### src/rtl/ctc_pkg.sv
package ctc_pkg;
  localparam int unsigned ADDR_W = 3;
  localparam int unsigned N_IRQ  = 4;
  localparam int unsigned N_PIN  = 2;

  localparam logic [ADDR_W-1:0] A_CTRL  = 3'd0;
  localparam logic [ADDR_W-1:0] A_PRESC = 3'd1;
  localparam logic [ADDR_W-1:0] A_COUNT = 3'd2;
  localparam logic [ADDR_W-1:0] A_CAPA  = 3'd3;
  localparam logic [ADDR_W-1:0] A_CAPB  = 3'd4;
  localparam logic [ADDR_W-1:0] A_EN    = 3'd5;
  localparam logic [ADDR_W-1:0] A_PEND  = 3'd6;

  localparam logic [1:0] MODE_CAPTURE = 2'b11;

  typedef enum logic [1:0] {
    EDGE_NONE = 2'b00,
    EDGE_RISE = 2'b01,
    EDGE_FALL = 2'b10,
    EDGE_BOTH = 2'b11
  } edge_sel_e;

  typedef struct packed {
    logic [1:0] restart;
    logic [1:0] edge_b;
    logic [1:0] edge_a;
    logic       lowpwr;
    logic       run;
    logic [1:0] mode;
  } ctrl_t;

  localparam int unsigned CTRL_W = $bits(ctrl_t);
endpackage

### src/rtl/ctc_edge_det.sv
module ctc_edge_det
  import ctc_pkg::*;
(
  input  logic      clk_i,
  input  logic      rst_ni,
  input  logic      sig_i,
  input  edge_sel_e sel_i,
  output logic      evt_o
);
  logic sync1_q, sync2_q, prev_q;

  always_ff @(posedge clk_i or negedge rst_ni) begin
    if (!rst_ni) begin
      sync1_q <= 1'b0;
      sync2_q <= 1'b0;
      prev_q  <= 1'b0;
    end else begin
      sync1_q <= sig_i;
      sync2_q <= sync1_q;
      prev_q  <= sync2_q;
    end
  end

  logic rise, fall;
  assign rise = sync2_q & ~prev_q;
  assign fall = ~sync2_q & prev_q;

  always_comb begin
    unique case (sel_i)
      EDGE_RISE: evt_o = rise;
      EDGE_FALL: evt_o = fall;
      EDGE_BOTH: evt_o = rise | fall;
      default:   evt_o = 1'b0;
    endcase
  end
endmodule

### src/rtl/ctc_prescaler.sv
module ctc_prescaler #(
  parameter int unsigned PS_W = 8
) (
  input  logic            clk_i,
  input  logic            rst_ni,
  input  logic            en_i,
  input  logic            clr_i,
  input  logic [PS_W-1:0] div_i,
  output logic            tick_o
);
  logic [PS_W-1:0] cnt_q;

  assign tick_o = en_i && (cnt_q == div_i);

  always_ff @(posedge clk_i or negedge rst_ni) begin
    if (!rst_ni)     cnt_q <= '0;
    else if (clr_i)  cnt_q <= '0;
    else if (tick_o) cnt_q <= '0;
    else if (en_i)   cnt_q <= cnt_q + 1'b1;
  end
endmodule

### src/rtl/ctc_irq.sv
module ctc_irq #(
  parameter int unsigned N = 4
) (
  input  logic         clk_i,
  input  logic         rst_ni,
  input  logic [N-1:0] set_i,
  input  logic         clr_we_i,
  input  logic [N-1:0] clr_mask_i,
  input  logic         clr_block_i,
  input  logic         en_we_i,
  input  logic [N-1:0] en_wdata_i,
  output logic [N-1:0] pend_o,
  output logic [N-1:0] en_o,
  output logic         irq_o
);
  logic [N-1:0] pend_q, en_q, clr;

  assign clr = (clr_we_i && !clr_block_i) ? clr_mask_i : '0;

  always_ff @(posedge clk_i or negedge rst_ni) begin
    if (!rst_ni) begin
      pend_q <= '0;
      en_q   <= '0;
    end else begin
      pend_q <= (pend_q & ~clr) | set_i;  // set wins
      if (en_we_i) en_q <= en_wdata_i;
    end
  end

  assign pend_o = pend_q;
  assign en_o   = en_q;
  assign irq_o  = |(pend_q & en_q);
endmodule

### src/rtl/capture_timer_chan.sv
module capture_timer_chan
  import ctc_pkg::*;
#(
  parameter int unsigned CNT_W = 16,
  parameter int unsigned PS_W  = 8
) (
  input  logic              clk_i,
  input  logic              rst_ni,
  input  logic              freeze_i,
  input  logic              cap_a_i,
  input  logic              cap_b_i,
  input  logic              wr_en_i,
  input  logic [ADDR_W-1:0] addr_i,
  input  logic [CNT_W-1:0]  wdata_i,
  output logic [CNT_W-1:0]  rdata_o,
  output logic              irq_o
);
  localparam logic [CNT_W-1:0] CNT_MAX = {CNT_W{1'b1}};

  ctrl_t            ctrl_q;
  logic [PS_W-1:0]  presc_q;
  logic [CNT_W-1:0] count_q;
  logic [CNT_W-1:0] cap_q [N_PIN];
  logic [N_IRQ-1:0] pend, en;

  logic is_cap_mode, count_en, cap_ok, tick;
  logic wr_ctrl, wr_presc, wr_count, wr_en_reg, wr_pend;
  logic [N_PIN-1:0] raw_evt, evt, wr_cap;
  logic restart;
  logic ovf;

  assign is_cap_mode = (ctrl_q.mode == MODE_CAPTURE);
  assign count_en    = is_cap_mode && ctrl_q.run && !ctrl_q.lowpwr && !freeze_i;
  assign cap_ok      = is_cap_mode && !ctrl_q.lowpwr && !freeze_i;

  assign wr_ctrl   = wr_en_i && (addr_i == A_CTRL);
  assign wr_presc  = wr_en_i && (addr_i == A_PRESC);
  assign wr_count  = wr_en_i && (addr_i == A_COUNT) && !ctrl_q.lowpwr;
  assign wr_en_reg = wr_en_i && (addr_i == A_EN);
  assign wr_pend   = wr_en_i && (addr_i == A_PEND);
  assign wr_cap[0] = wr_en_i && (addr_i == A_CAPA) && !ctrl_q.lowpwr;
  assign wr_cap[1] = wr_en_i && (addr_i == A_CAPB) && !ctrl_q.lowpwr;

  // pin front ends
  for (genvar g = 0; g < N_PIN; g++) begin : g_pin
    logic      pin;
    edge_sel_e sel;
    if (g == 0) begin : g_a
      assign pin = cap_a_i;
      assign sel = edge_sel_e'(ctrl_q.edge_a);
    end else begin : g_b
      assign pin = cap_b_i;
      assign sel = edge_sel_e'(ctrl_q.edge_b);
    end

    ctc_edge_det u_edge (
      .clk_i  (clk_i),
      .rst_ni (rst_ni),
      .sig_i  (pin),
      .sel_i  (sel),
      .evt_o  (raw_evt[g])
    );

    assign evt[g] = raw_evt[g] && cap_ok;

    always_ff @(posedge clk_i or negedge rst_ni) begin
      if (!rst_ni)        cap_q[g] <= '0;
      else if (evt[g])    cap_q[g] <= count_q;
      else if (wr_cap[g]) cap_q[g] <= wdata_i;
    end
  end

  assign restart = |(evt & ctrl_q.restart);

  ctc_prescaler #(.PS_W(PS_W)) u_presc (
    .clk_i  (clk_i),
    .rst_ni (rst_ni),
    .en_i   (count_en),
    .clr_i  (wr_presc && !ctrl_q.lowpwr),
    .div_i  (presc_q),
    .tick_o (tick)
  );

  assign ovf = tick && (count_q == CNT_MAX) && !wr_count && !restart;

  always_ff @(posedge clk_i or negedge rst_ni) begin
    if (!rst_ni) begin
      ctrl_q  <= '0;
      presc_q <= '0;
      count_q <= '0;
    end else begin
      if (wr_ctrl)  ctrl_q  <= ctrl_t'(wdata_i[CTRL_W-1:0]);
      if (wr_presc) presc_q <= wdata_i[PS_W-1:0];
      if (wr_count)     count_q <= wdata_i;
      else if (restart) count_q <= '0;
      else if (tick)    count_q <= count_q + 1'b1;
    end
  end

  ctc_irq #(.N(N_IRQ)) u_irq (
    .clk_i       (clk_i),
    .rst_ni      (rst_ni),
    .set_i       ({1'b0, ovf, evt[1], evt[0]}),
    .clr_we_i    (wr_pend),
    .clr_mask_i  (wdata_i[N_IRQ-1:0]),
    .clr_block_i (ctrl_q.lowpwr),
    .en_we_i     (wr_en_reg),
    .en_wdata_i  (wdata_i[N_IRQ-1:0]),
    .pend_o      (pend),
    .en_o        (en),
    .irq_o       (irq_o)
  );

  always_comb begin
    rdata_o = '0;
    unique case (addr_i)
      A_CTRL:  rdata_o[CTRL_W-1:0] = ctrl_q;
      A_PRESC: rdata_o[PS_W-1:0]   = presc_q;
      A_COUNT: rdata_o             = count_q;
      A_CAPA:  rdata_o             = cap_q[0];
      A_CAPB:  rdata_o             = cap_q[1];
      A_EN:    rdata_o[N_IRQ-1:0]  = en;
      A_PEND:  rdata_o[N_IRQ-1:0]  = pend;
      default: rdata_o             = '0;
    endcase
  end
endmodule

### config.mk
export PLATFORM = sky130hd
export DESIGN_NAME = capture_timer_chan
export DESIGN_NICKNAME = d
export VERILOG_FILES = /design/src/rtl/ctc_pkg.sv /design/src/rtl/ctc_edge_det.sv /design/src/rtl/ctc_prescaler.sv /design/src/rtl/ctc_irq.sv /design/src/rtl/capture_timer_chan.sv
export SDC_FILE = /design/constraint.sdc
export NUM_CORES = 1
export LEC_CHECK = 0
export BUFFER_PORTS_ARGS = -buffer_cell sky130_fd_sc_hd__buf_2
export CAP_MARGIN = 5
export CORE_ASPECT_RATIO = 0.6
export CORE_MARGIN = 3
export CORE_UTILIZATION = 55
export CTS_BUF_LIST = sky130_fd_sc_hd__clkbuf_4 sky130_fd_sc_hd__clkbuf_8 sky130_fd_sc_hd__clkbuf_16
export DETAILED_ROUTE_END_ITERATION = 6
export PLACE_DENSITY = 0.81
export REMOVE_ABC_BUFFERS = 1
export SYNTH_ARGS = -nofsm -noshare
export SYNTH_HDL_FRONTEND = slang
export SYNTH_SLANG_ARGS = --single-unit
### constraint.sdc
create_clock -name clk_i -period 3.1 [get_ports clk_i]
set_clock_uncertainty 0.05 [all_clocks]
set_input_delay 0.62 -clock clk_i [delete_from_list [all_inputs] [get_ports clk_i]]
set_output_delay 0.62 -clock clk_i [all_outputs]
set_load 0.05 [all_outputs]
# Yosys cells after proc, flatten, opt, wreduce, memory -nomap -nowiden
# Index checks and enable logic that the tools add are counted.
# op_classes
addsub	2
mux	17
bitwise	15
n_reduce_logical	34
eq_ne	15
# op_table
op	n
$mux 16	7
$pmux 4 s7	1
$mux 8	3
$logic_and 1x1->1	23
$pmux 4 s5	1
$pmux 6 s3	1
$add 16x1->16 const B	1
$eq 16x16->1 const B	1
$eq 2x2->1 const B	5
$eq 3x3->1 const B	3
$add 8x1->8 const B	1
$and 4x4->4	2
$eq 8x8->1	1
$pmux 2 s4	1
$eq 3x2->1 const B	2
$pmux 1 s3	2
$reduce_bool 3->1	2
$and 1x1->1	4
$eq 2x1->1 const B	2
$logic_not 1->1	4
$mux 4	1
$not 1->1	4
$not 4->4	1
$or 4x3->4	1
other kinds (7)	9
# totals
inputBits	25
regBits	88
elab_cells	102

# Longest topological paths before layout
# depth
ltp_word	10
ltp_mapped	9
depth_no_buf	8

# By module
# Synthesis repeated with hierarchy kept, for this count alone.
# unflattened
cells_unflattened	504
area_unflattened_um2	5051.1
# modules_own_cells
mod	area_each_um2	cells_each	instances	seq_area_each_um2
capture_timer_chan	3926.3	405	1	1651.6
ctc_prescaler	533.0	52	1	200.2
ctc_irq	324.1	23	1	200.2
ctc_edge_det	133.9	12	2	75.1

# Worst setup path after synthesis
# No wires, ideal clock.
# synth_timing
path_kind	input port to output port
startpoint	input addr_i[0]
endpoint	output rdata_o[8]
stages	5
arrival_time_ps	2737
required_time_ps	2430
setup_slack_ps	-307
path_cell_list	buf_2 -> buf_1 -> clkbuf_1 -> a31oi_1 -> o21ai_0
# synth_between
elab_chain_len	2
word_cells_on_any_way	5
classes_between	3 x eq/ne; 1 x mux; 1 x reduce/logical
# synth_lines
element	line_no	rtl
start: declaration	capture_timer_chan.sv:13	input logic [ADDR_W-1:0] addr_i,
$eq 3x3->1 (tied with other cells)	capture_timer_chan.sv:116	unique case (addr_i)
$pmux 2 s4 *	capture_timer_chan.sv:116	
end: declaration	capture_timer_chan.sv:15	output logic [CNT_W-1:0] rdata_o,
# Every way passes the cells marked *; elsewhere a longest branch is shown, timed or not.

# Final worst setup path
# layout_timing
startpoint	input addr_i[0]
endpoint	output rdata_o[15]
# layout_between
elab_chain_len	2
word_cells_on_any_way	4
classes_between	3 x eq/ne; 1 x mux
# layout_lines
element	line_no
$eq 3x3->1 / $eq 3x2->1 (equally long branches)	capture_timer_chan.sv:116
$pmux 6 s3 *	capture_timer_chan.sv:116
# Marked as above.

==> reports/metrics.csv <==
metric,value,unit
outcome,"complete, no violations",
Pint,2630,µW
sw frac,34.2,%
most common cell in the netlist,dfrtp_1,
final net count,577,
FF/Latch Area,2200,µm²
endpoints failing setup,0,
crit-path most repeated cell,buf_2,
Mapped Area,4890,µm²
global-route wire length before repair,21200,µm
TritonCTS clock tree,done,
Syn Inst Count,500,
Post-CTS Setup Inserts,0,
Yosys Warn Count,0,
CP Class,primary input to output port,
sequential share of the synthesized area,45.1,%
Via Count,4079,
sequential share of power,45.5,%
Worst path depth,7,
Final Hold Violating Endpoints,0,
Worst path slowest cell,buf_2,
std cell rows,25,
Max Cap Viol,0,
CP Capture Type,output port,
"FF+latch count, synth",88,
VDD IR-drop max,0.000430,V
Skew-Pair Late Insertion Delay,0.35,ns
# DRC,0,
DR pass1 iterations,7,
Vias per Instance,6.20,
n_diodes,0,
Final Power,3990,µW
P&R area growth vs syn,14.9,%
P_sw,1370,µW
most instantiated cells after synthesis,"dfrtp_1 (88), nand2_1 (81), o21ai_0 (59)",
LEAKAGE,0.00245,µW
Syn Area/Cell,9.77,µm²
Synth area leaders,"dfrtp_1 (45%), mux2i_1 (10%), nand2_1 (6.2%), o21ai_0 (6.0%), mux2_2 (5.3%)",
# resized after CTS,0,
leading area contributor after synthesis,dfrtp_1,
H-tree levels,3,
GRT Util Overall,27.1,%
worst reg2reg endpoint,count_q[12]$_DFFE_PN0P_,
Fmax,0.368,GHz
initial core utilization,59.2,%
I/O pin count,42,
Startpoint Class,primary input,
clock sinks,88,
Final min period,2.72,ns
Clock transition at path regs,0.06,ns
Routability Congestion,0.904,
1st-iter DRT viols,509,
Overflow after GRT,0,
crit-path max cell delay,0.31,ns
Post-synth EDFFs,0,
Bufs on Longest Clock Path,2,
Multi-input gate area,2550,µm²
Antenna Nets Post-Route,0,
cts hold-fix bufs,0,
Netlist cell types,47,
predominant post-synthesis flop cell,dfrtp_1,
R2R Path Start,g_pin[1].u_edge.sync2_q$_DFF_PN0_,
Port Buf Inserts,41,
Comb pwr share,25.4,%
worst endpoint required time,2.43,ns
crit path to,rdata_o[15],
final worst-path cycle share,87.6,%
Slew Limit Fails,0,
largest net degree at the start of global routing,54,
Die Wd,128,µm
RSZ-0062 raised after global routing,no,
initial antenna violation count,0,
Fill cells,627,
die area,10100,µm²
Root Buffer,clkbuf_16,
vias in the first global route,3993,
power per standard cell area,711,nW/µm²
post-route cell area,5610,µm²
Min-Delay Path Class,primary input to asynchronous set/reset pin,
clock share of power,29.0,%
crit-path cells,buf_2 -> nand2b_1 -> nor2_1 -> buf_4 -> nand2_1 -> o21ai_0 -> buf_2,
HPWL after DPL,9330,µm
Crit Path Max Fanout,18,
hold slack final,0.268,ns
Least-Margin Pin Slew,0.711,ns
Post-synth ARST share,100,%
core area,8260,µm²
WL/cell,19.8,µm
crit path launch,addr_i[0],
final wirelength,13000,µm
Worst R2R Setup Slack,0.58,ns
Top Family by Delay on Critical Path,buffers and inverters,
Rel. slew slack,52.6,%
R2R depth,8,
crit path DAT,2.05,ns
Die Span Y,79.0,µm
Buf/Inv on CP,3,
top cell type's share of synthesized area,45.1,%
Inserted Clock Buffers,9,
layout cell share with drive strength beyond 1,21.8,%
Placed Area,5300,µm²
[metrics by stage]
| step | setup WS (ns) | instances | utilization (%) | setup TNS, ns |
|---|---|---|---|---|
| floorplan | -0.574 | 474 | - | -7.90 |
| global placement | 0.460 | 643 | 64.2 | 0 |
| detailed placement | 0.375 | 643 | 64.2 | 0 |
| CTS | 0.411 | 658 | 68.0 | 0 |
| global route | 0.277 | 658 | 68.0 | 0 |
| finish | 0.383 | 658 | 68.0 | 0 |
[worst min-delay path by stage]
| stage | start | end | slack (ns) | cells after the start |
|---|---|---|---|---|
| after CTS | rst_ni | u_irq.en_o[2]$_DFFE_PN0P_ | 0.29 | 1 |
| after floorplan | rst_ni | cap_q[0]$_DFFE_PN0P_ | 0.27 | 0 |
| final | rst_ni | cap_q[15]$_DFFE_PN0P_ | 0.27 | 1 |
| after global routing | g_pin[0].u_edge.sync1_q$_DFF_PN0_ | g_pin[0].u_edge.sync2_q$_DFF_PN0_ | 0.31 | 0 |
| after detailed placement | g_pin[0].u_edge.sync1_q$_DFF_PN0_ | g_pin[0].u_edge.sync2_q$_DFF_PN0_ | 0.29 | 0 |
| after global placement | g_pin[0].u_edge.sync1_q$_DFF_PN0_ | g_pin[0].u_edge.sync2_q$_DFF_PN0_ | 0.28 | 0 |
[worst reg2reg max path: cells and delay by family, from the launching register on]
kind | cells | cell delay (ns)
compound gates | 5 | 1.40
buf+inv | 1 | 0.25
simple gates | 1 | 0.04
flops | 1 | 0.40
fa+ha+maj | 1 | 0.28
[metal layers]
metal  routed length [µm]  track usage, %  vias to the layer above
met2                 5590            39.7                      205
li1                     -               -                     1868
met3                 1220            7.39                       21
met4                  227            8.79                        0
met5                    0               0                        -
met1                 5960            39.3                     1985
[flip-flops by register name, summed over array words and instances, names as in the netlist]
name / count
cap_q: 32
count_q: 16
ctrl_q: 6
g_pin.sel: 4
g_pin.u_edge.prev_q: 2
g_pin.u_edge.sync1_q: 2
g_pin.u_edge.sync2_q: 2
presc_q: 8
u_irq.en_o: 4
u_irq.pend_o: 4
u_presc.cnt_q: 8
[layout by cell type, fill, tap and decap left out, types with 8 or more instances in the layout]
cell / n
mux2_2: 23
nor2_1: 23
mux2i_1: 49
buf_2: 40
buf_4: 20
inv_1: 11
a21oi_1: 17
xnor2_1: 15
nand3_1: 8
clkbuf_16: 9
dfrtp_1: 88
o21ai_0: 59
nand2_1: 81
[power groups by stage]
| stage | logic [µW] | registers (µW) | clock network, µW |
|---|---|---|---|
| floorplan | 750 | 1710 | 0 |
| detailed placement | 1010 | 1820 | 0 |
| global placement | 958 | 1800 | 0 |
| global route | 1120 | 1860 | 1220 |
| CTS | 1010 | 1810 | 1170 |
| finish | 1010 | 1820 | 1160 |
[cell type report]
class                      count  area share [%]
inverter                      11           0.735
clock inverter                 4            1.25
clock buffer                  11            4.28
timing repair buffer          61            6.60
tap                          108            2.41
multi-input combinational    375            45.5
sequential                    88            39.2
[cells by family after synthesis]
kind of cell	Yosys count	synth area share [%]
mux	76	17.2
xor+xnor	18	3.23
flops	88	45.1
buf+inv	37	3.20
compound gates	113	13.6
fa+ha+maj	6	1.54
simple gates	162	16.2
(Power assumes the default switching activity.)
